File: config.mk
export PLATFORM = sky130hd
export DESIGN_NAME = irq_trigger_regs
export DESIGN_NICKNAME = d
export VERILOG_FILES = /design/src/rtl/itr_pkg.sv /design/src/rtl/itr_addr_decode.sv /design/src/rtl/itr_reg_bank.sv /design/src/rtl/itr_line_fsm.sv /design/src/rtl/itr_read_port.sv /design/src/rtl/irq_trigger_regs.sv
export SDC_FILE = /design/constraint.sdc
export NUM_CORES = 1
export LEC_CHECK = 0
export ABC_AREA = 1
export BUFFER_PORTS_ARGS = -buffer_cell sky130_fd_sc_hd__buf_2
export CAP_MARGIN = 20
export CORE_UTILIZATION = 60
export CTS_CLUSTER_SIZE = 40
export DETAILED_ROUTE_END_ITERATION = 10
export GPL_TIMING_DRIVEN = 0
export PLACE_DENSITY_LB_ADDON = 0.3
export SLEW_MARGIN = 40
export SYNTH_ARGS = -nofsm -noshare
export SYNTH_HDL_FRONTEND = slang
export SYNTH_SLANG_ARGS = --single-unit
export TNS_END_PERCENT = 5
File: constraint.sdc
create_clock -name clk -period 1.1 [get_ports clk]
set_input_delay 0.11 -clock clk [delete_from_list [all_inputs] [get_ports clk]]
set_output_delay 0.11 -clock clk [all_outputs]
set_load 0.005 [all_outputs]
File: src/rtl/itr_pkg.sv
package itr_pkg;

    localparam int OFF_W = 12;

    localparam logic [OFF_W-1:0] OFF_OUTA  = 12'h028;
    localparam logic [OFF_W-1:0] OFF_OUTB  = 12'h02C;
    localparam logic [OFF_W-1:0] OFF_CTRL  = 12'h04C;
    localparam logic [OFF_W-1:0] OFF_STAT  = 12'h050;
    localparam logic [OFF_W-1:0] OFF_SWSET = 12'h1F0;
    localparam logic [OFF_W-1:0] OFF_SWCLR = 12'h1F4;

    typedef enum logic [2:0] {
        SEL_NONE,
        SEL_OUTA,
        SEL_OUTB,
        SEL_CTRL,
        SEL_STAT,
        SEL_SWSET,
        SEL_SWCLR
    } reg_sel_e;

    typedef enum logic {
        LINE_LOW,
        LINE_HIGH
    } line_state_e;

endpackage

File: src/rtl/itr_addr_decode.sv
module itr_addr_decode
    import itr_pkg::*;
#(
    parameter int ADDR_W = 12
) (
    input  logic [ADDR_W-1:0] addr,
    output reg_sel_e          sel
);

    always_comb begin
        sel = SEL_NONE;
        if (addr == ADDR_W'(OFF_OUTA)) begin
            sel = SEL_OUTA;
        end else if (addr == ADDR_W'(OFF_OUTB)) begin
            sel = SEL_OUTB;
        end else if (addr == ADDR_W'(OFF_CTRL)) begin
            sel = SEL_CTRL;
        end else if (addr == ADDR_W'(OFF_STAT)) begin
            sel = SEL_STAT;
        end else if (addr == ADDR_W'(OFF_SWSET)) begin
            sel = SEL_SWSET;
        end else if (addr == ADDR_W'(OFF_SWCLR)) begin
            sel = SEL_SWCLR;
        end
    end

endmodule

File: src/rtl/itr_reg_bank.sv
module itr_reg_bank
    import itr_pkg::*;
#(
    parameter int DATA_W = 32
) (
    input  logic              clk,
    input  logic              rst_n,
    input  logic              wr_en,
    input  reg_sel_e          sel,
    input  logic [DATA_W-1:0] wdata,
    output logic [DATA_W-1:0] outa_q,
    output logic [DATA_W-1:0] outb_q,
    output logic [DATA_W-1:0] ctrl_q,
    output logic [DATA_W-1:0] stat_q,
    output logic [DATA_W-1:0] swirq_q
);

    always_ff @(posedge clk or negedge rst_n) begin
        if (!rst_n) begin
            outa_q  <= '0;
            outb_q  <= '0;
            ctrl_q  <= '0;
            stat_q  <= '0;
            swirq_q <= '0;
        end else if (wr_en) begin
            unique case (sel)
                SEL_OUTA:  outa_q  <= wdata;
                SEL_OUTB:  outb_q  <= wdata;
                SEL_CTRL:  ctrl_q  <= wdata;
                SEL_STAT:  stat_q  <= wdata;
                SEL_SWSET: swirq_q <= swirq_q | wdata;
                SEL_SWCLR: swirq_q <= swirq_q & ~wdata;
                SEL_NONE:  ;
            endcase
        end
    end

endmodule

File: src/rtl/itr_line_fsm.sv
module itr_line_fsm
    import itr_pkg::*;
(
    input  logic clk,
    input  logic rst_n,
    input  logic raise,
    input  logic drop,
    output logic line
);

    line_state_e state_q;
    line_state_e state_d;

    always_ff @(posedge clk or negedge rst_n) begin
        if (!rst_n) begin
            state_q <= LINE_LOW;
        end else begin
            state_q <= state_d;
        end
    end

    always_comb begin
        state_d = state_q;
        unique case (state_q)
            LINE_LOW: begin
                if (raise) state_d = LINE_HIGH;
            end
            LINE_HIGH: begin
                if (drop) state_d = LINE_LOW;
            end
        endcase
    end

    always_comb begin
        line = (state_q == LINE_HIGH);
    end

endmodule

File: src/rtl/itr_read_port.sv
module itr_read_port
    import itr_pkg::*;
#(
    parameter int DATA_W         = 32,
    parameter int CTRL_FIXED_BIT = 17
) (
    input  logic              clk,
    input  logic              rst_n,
    input  logic              rd_en,
    input  reg_sel_e          sel,
    input  logic [DATA_W-1:0] outa_q,
    input  logic [DATA_W-1:0] outb_q,
    input  logic [DATA_W-1:0] ctrl_q,
    input  logic [DATA_W-1:0] stat_q,
    input  logic [DATA_W-1:0] swirq_q,
    output logic [DATA_W-1:0] rdata
);

    localparam logic [DATA_W-1:0] CTRL_FORCE = DATA_W'(1) << CTRL_FIXED_BIT;

    logic [DATA_W-1:0] rd_mux;

    always_comb begin
        rd_mux = '0;
        unique case (sel)
            SEL_OUTA:  rd_mux = outa_q;
            SEL_OUTB:  rd_mux = outb_q;
            SEL_CTRL:  rd_mux = ctrl_q | CTRL_FORCE;
            SEL_STAT:  rd_mux = stat_q;
            SEL_SWSET: rd_mux = swirq_q;
            SEL_SWCLR: rd_mux = swirq_q;
            SEL_NONE:  rd_mux = '0;
        endcase
    end

    always_ff @(posedge clk or negedge rst_n) begin
        if (!rst_n) begin
            rdata <= '0;
        end else if (rd_en) begin
            rdata <= rd_mux;
        end
    end

endmodule

File: src/rtl/irq_trigger_regs.sv
module irq_trigger_regs
    import itr_pkg::*;
#(
    parameter int ADDR_W         = 12,
    parameter int DATA_W         = 32,
    parameter int OUTB_RAISE_BIT = 29,
    parameter int CTRL_DROP_BIT  = 16,
    parameter int STAT_DROP_LO   = 16,
    parameter int STAT_DROP_HI   = 29,
    parameter int CTRL_FIXED_BIT = 17
) (
    input  logic              clk,
    input  logic              rst_n,
    input  logic              bus_valid,
    input  logic              bus_write,
    input  logic [ADDR_W-1:0] bus_addr,
    input  logic [DATA_W-1:0] bus_wdata,
    output logic [DATA_W-1:0] bus_rdata,
    output logic              irq_out
);

    reg_sel_e          sel;
    logic              wr_en;
    logic              rd_en;
    logic              raise;
    logic              drop;
    logic [DATA_W-1:0] outa_q;
    logic [DATA_W-1:0] outb_q;
    logic [DATA_W-1:0] ctrl_q;
    logic [DATA_W-1:0] stat_q;
    logic [DATA_W-1:0] swirq_q;

    assign wr_en = bus_valid &  bus_write;
    assign rd_en = bus_valid & ~bus_write;

    itr_addr_decode #(.ADDR_W(ADDR_W)) u_dec (
        .addr (bus_addr),
        .sel  (sel)
    );

    itr_reg_bank #(.DATA_W(DATA_W)) u_bank (
        .clk     (clk),
        .rst_n   (rst_n),
        .wr_en   (wr_en),
        .sel     (sel),
        .wdata   (bus_wdata),
        .outa_q  (outa_q),
        .outb_q  (outb_q),
        .ctrl_q  (ctrl_q),
        .stat_q  (stat_q),
        .swirq_q (swirq_q)
    );

    always_comb begin
        raise = 1'b0;
        drop  = 1'b0;
        if (wr_en) begin
            unique case (sel)
                SEL_OUTB:  raise = bus_wdata[OUTB_RAISE_BIT];
                SEL_SWSET: raise = 1'b1;
                SEL_CTRL:  drop  = bus_wdata[CTRL_DROP_BIT];
                SEL_STAT:  drop  = bus_wdata[STAT_DROP_LO] | bus_wdata[STAT_DROP_HI];
                SEL_SWCLR: drop  = 1'b1;
                SEL_OUTA, SEL_NONE: ;
            endcase
        end
    end

    itr_line_fsm u_line (
        .clk   (clk),
        .rst_n (rst_n),
        .raise (raise),
        .drop  (drop),
        .line  (irq_out)
    );

    itr_read_port #(
        .DATA_W         (DATA_W),
        .CTRL_FIXED_BIT (CTRL_FIXED_BIT)
    ) u_rd (
        .clk     (clk),
        .rst_n   (rst_n),
        .rd_en   (rd_en),
        .sel     (sel),
        .outa_q  (outa_q),
        .outb_q  (outb_q),
        .ctrl_q  (ctrl_q),
        .stat_q  (stat_q),
        .swirq_q (swirq_q),
        .rdata   (bus_rdata)
    );

endmodule

==> results.cfg <==
[yosys]
yosysWarningCount = 0
synthArstFlopShare_pct = 100
synth_area_per_cell_um2 = 7.92
synth-edff-count = 0
syn_nets = 1173
synth_ff_type = dfrtp_1
yosysSeqAreaShare_pct = 53.9
synthTopCellsByArea = dfrtp_1 54%, nand2_1 16%, o21ai_1 5.9%
yosysUniqueCellTypes = 27
synth_area_leader_cell = dfrtp_1
syn_inst = 1125
synthTopCellsByCount = 369 x nand2_1, 192 x dfrtp_1, 110 x inv_1
yosysTopAreaCellShare_pct = 53.9
yosysMostFrequentCell = nand2_1
yosys_register_bits = 192
synth.cell_area_um2 = 8910

[worst_setup_path]
r2r_cells = 6
startpoint = bus_addr[11]
crit_required_ps = 1410
r2r_start = u_bank.outb_q[25]$_DFFE_PN0P_
crit_arrival_ps = 1450
setup.worst_path.class = in2reg
critical_path.max_fanout = 10
critPathLaunchType = input pin
endpoint_kind = register

[timing]
fmax_ghz = 0.878
final-setup-viol-count = 6
finalMaxSlewViolations = 0
fin_skew_ps = 7.40
slew_headroom_pct = 56.5
rsz0062_at_grt = true
setup_slack_ps = -39.2
finalHoldViolCount = 0
period_needed_ps = 1140
worst_pin_slew_ps = 653
fin_hold_ws_ps = 110
period_share_pct = 104
setup_tns_ps = -55.0

[power_and_ir_drop]
p_leak_nw = 5.64
ir_worst_vdd_v = 0.00116
p_per_area_nw_per_um2 = 1280
report.power.total_mw = 13.8

[cells_and_area]
drive_gt1_share_pct = 16.9
n_antenna_cell = 0
fin_nets = 1316
instances_no_fill = 1465
area_delta_synth_final_pct = 21.4
fin_area_um2 = 10800
final_core_util_pct = 74.4

[flow_run]
cap_violations = 0

[routing]
routed_wl_um = 24500
drc = 0
drtIter0Drc = 798
antenna_left = 0
vias_per_cell = 5.60
dr.pass1.iters = 5
num_vias = 8200
wl_per_cell_um = 16.7

[place]
gp_congestion = 0.884
port_buffers = 80
dpl.hpwl_um = 15700
pre_cts_ws_ps = -695
place_inst = 1392
placedInstanceArea_um2 = 9680

[clock_tree]
cts_tree = yes
clkTransAtPathRegs_ps = 70
clk_latency_ps = 430
root_buffer = clkbuf_16
cts_made_buffers = 17
cts.sinks = 192
max-clock-path-buffers = 2
h-tree-depth = 4

[die]
fp-row-count = 44
core_area_um2 = 14500
die-area_um2 = 15300
pin_count = 81
initial_utilization_pct = 61.3
die_y_um = 124
die_x_um = 124

[global_routing]
antenna_found_initial = 0
grt_max_degree = 74
track_usage_pct = 33.1
grt_pass1_wl_um = 37800
grt_pass1_vias = 7645
overflow = 0

[run_status]
violations = setup timing
outcome = finished, violations left

[hold_path]
hp-class = in2async
==> layer usage <==
layer  share of wire [%]  GRT usage (%)  wire length [um]  vias up
li1                    -              -                 -     3841
met1                  41           44.8             10100     3913
met2                  47           50.7             11600      383
met3                 8.5           7.92              2080       63
met4                 2.8           15.1               675        0
met5                   0              0                 0        -
==> worst paths after layout <==
check,endpoint,slack (ps)
max in group asynchronous,async pin,180
worst max register to register,u_rd.rdata[25]$_DFFE_PN0P_,70
worst min-delay path,u_rd.rdata[20]$_DFFE_PN0P_,110
worst min register to register,u_rd.rdata[11]$_DFFE_PN0P_,470
worst max-delay path,register,-40
min in group clk,u_rd.rdata[0]$_DFFE_PN0P_,130
==> cells in the final DEF, fill, tap and decap left out, types with 9 or more instances in the layout <==
master	count
dlygate4sd3_1	33
nor2_1	70
buf_2	98
buf_4	17
nand3_1	101
inv_1	105
clkbuf_16	19
dfrtp_1	192
clkbuf_4	11
o21ai_0	61
nand2_1	365
nand2_2	9
o21ai_1	130
==> where the power goes <==
part	switching, mW	total [mW]	internal, mW
Sequential	0.00966	7.08	7.07
Clock	2.77	5.98	3.21
Combinational	0.483	0.743	0.259
==> critical path: stages <==
cell and delay (ps):
buf_2 110, nor2_4 120, inv_2 50, nor2_4 170, nand3_2 150, a21oi_4 180
buf_4 160, buf_8 140, nand2_1 90, nand2_1 80, o21ai_1 70
==> layout make-up <==
cell class                 instances  area [um2]
buffer                            62         443
tap                              184         230
fill                            1051        3720
multi-input combinational        759        3420
clock buffer                      18         439
timing repair buffer             124         931
inverter                         112         422
clock inverter                    14         128
sequential                       192        4800
==> repair_timing <==
action	in CTS	in global routing
pin swaps	2	3
hold buffers	33	0
setup buffers	1	5
gates cloned	0	2
endpoints found under the hold margin	115	0
setup endpoints to repair	123	250
gates resized for setup	25	43
==> cell families after synthesis <==
logic type / share of synthesized area, %
simple gates: 26.8
buf+inv: 8.34
compound gates: 10.9
flops: 53.9
Power figures use the tool's default switching activity.
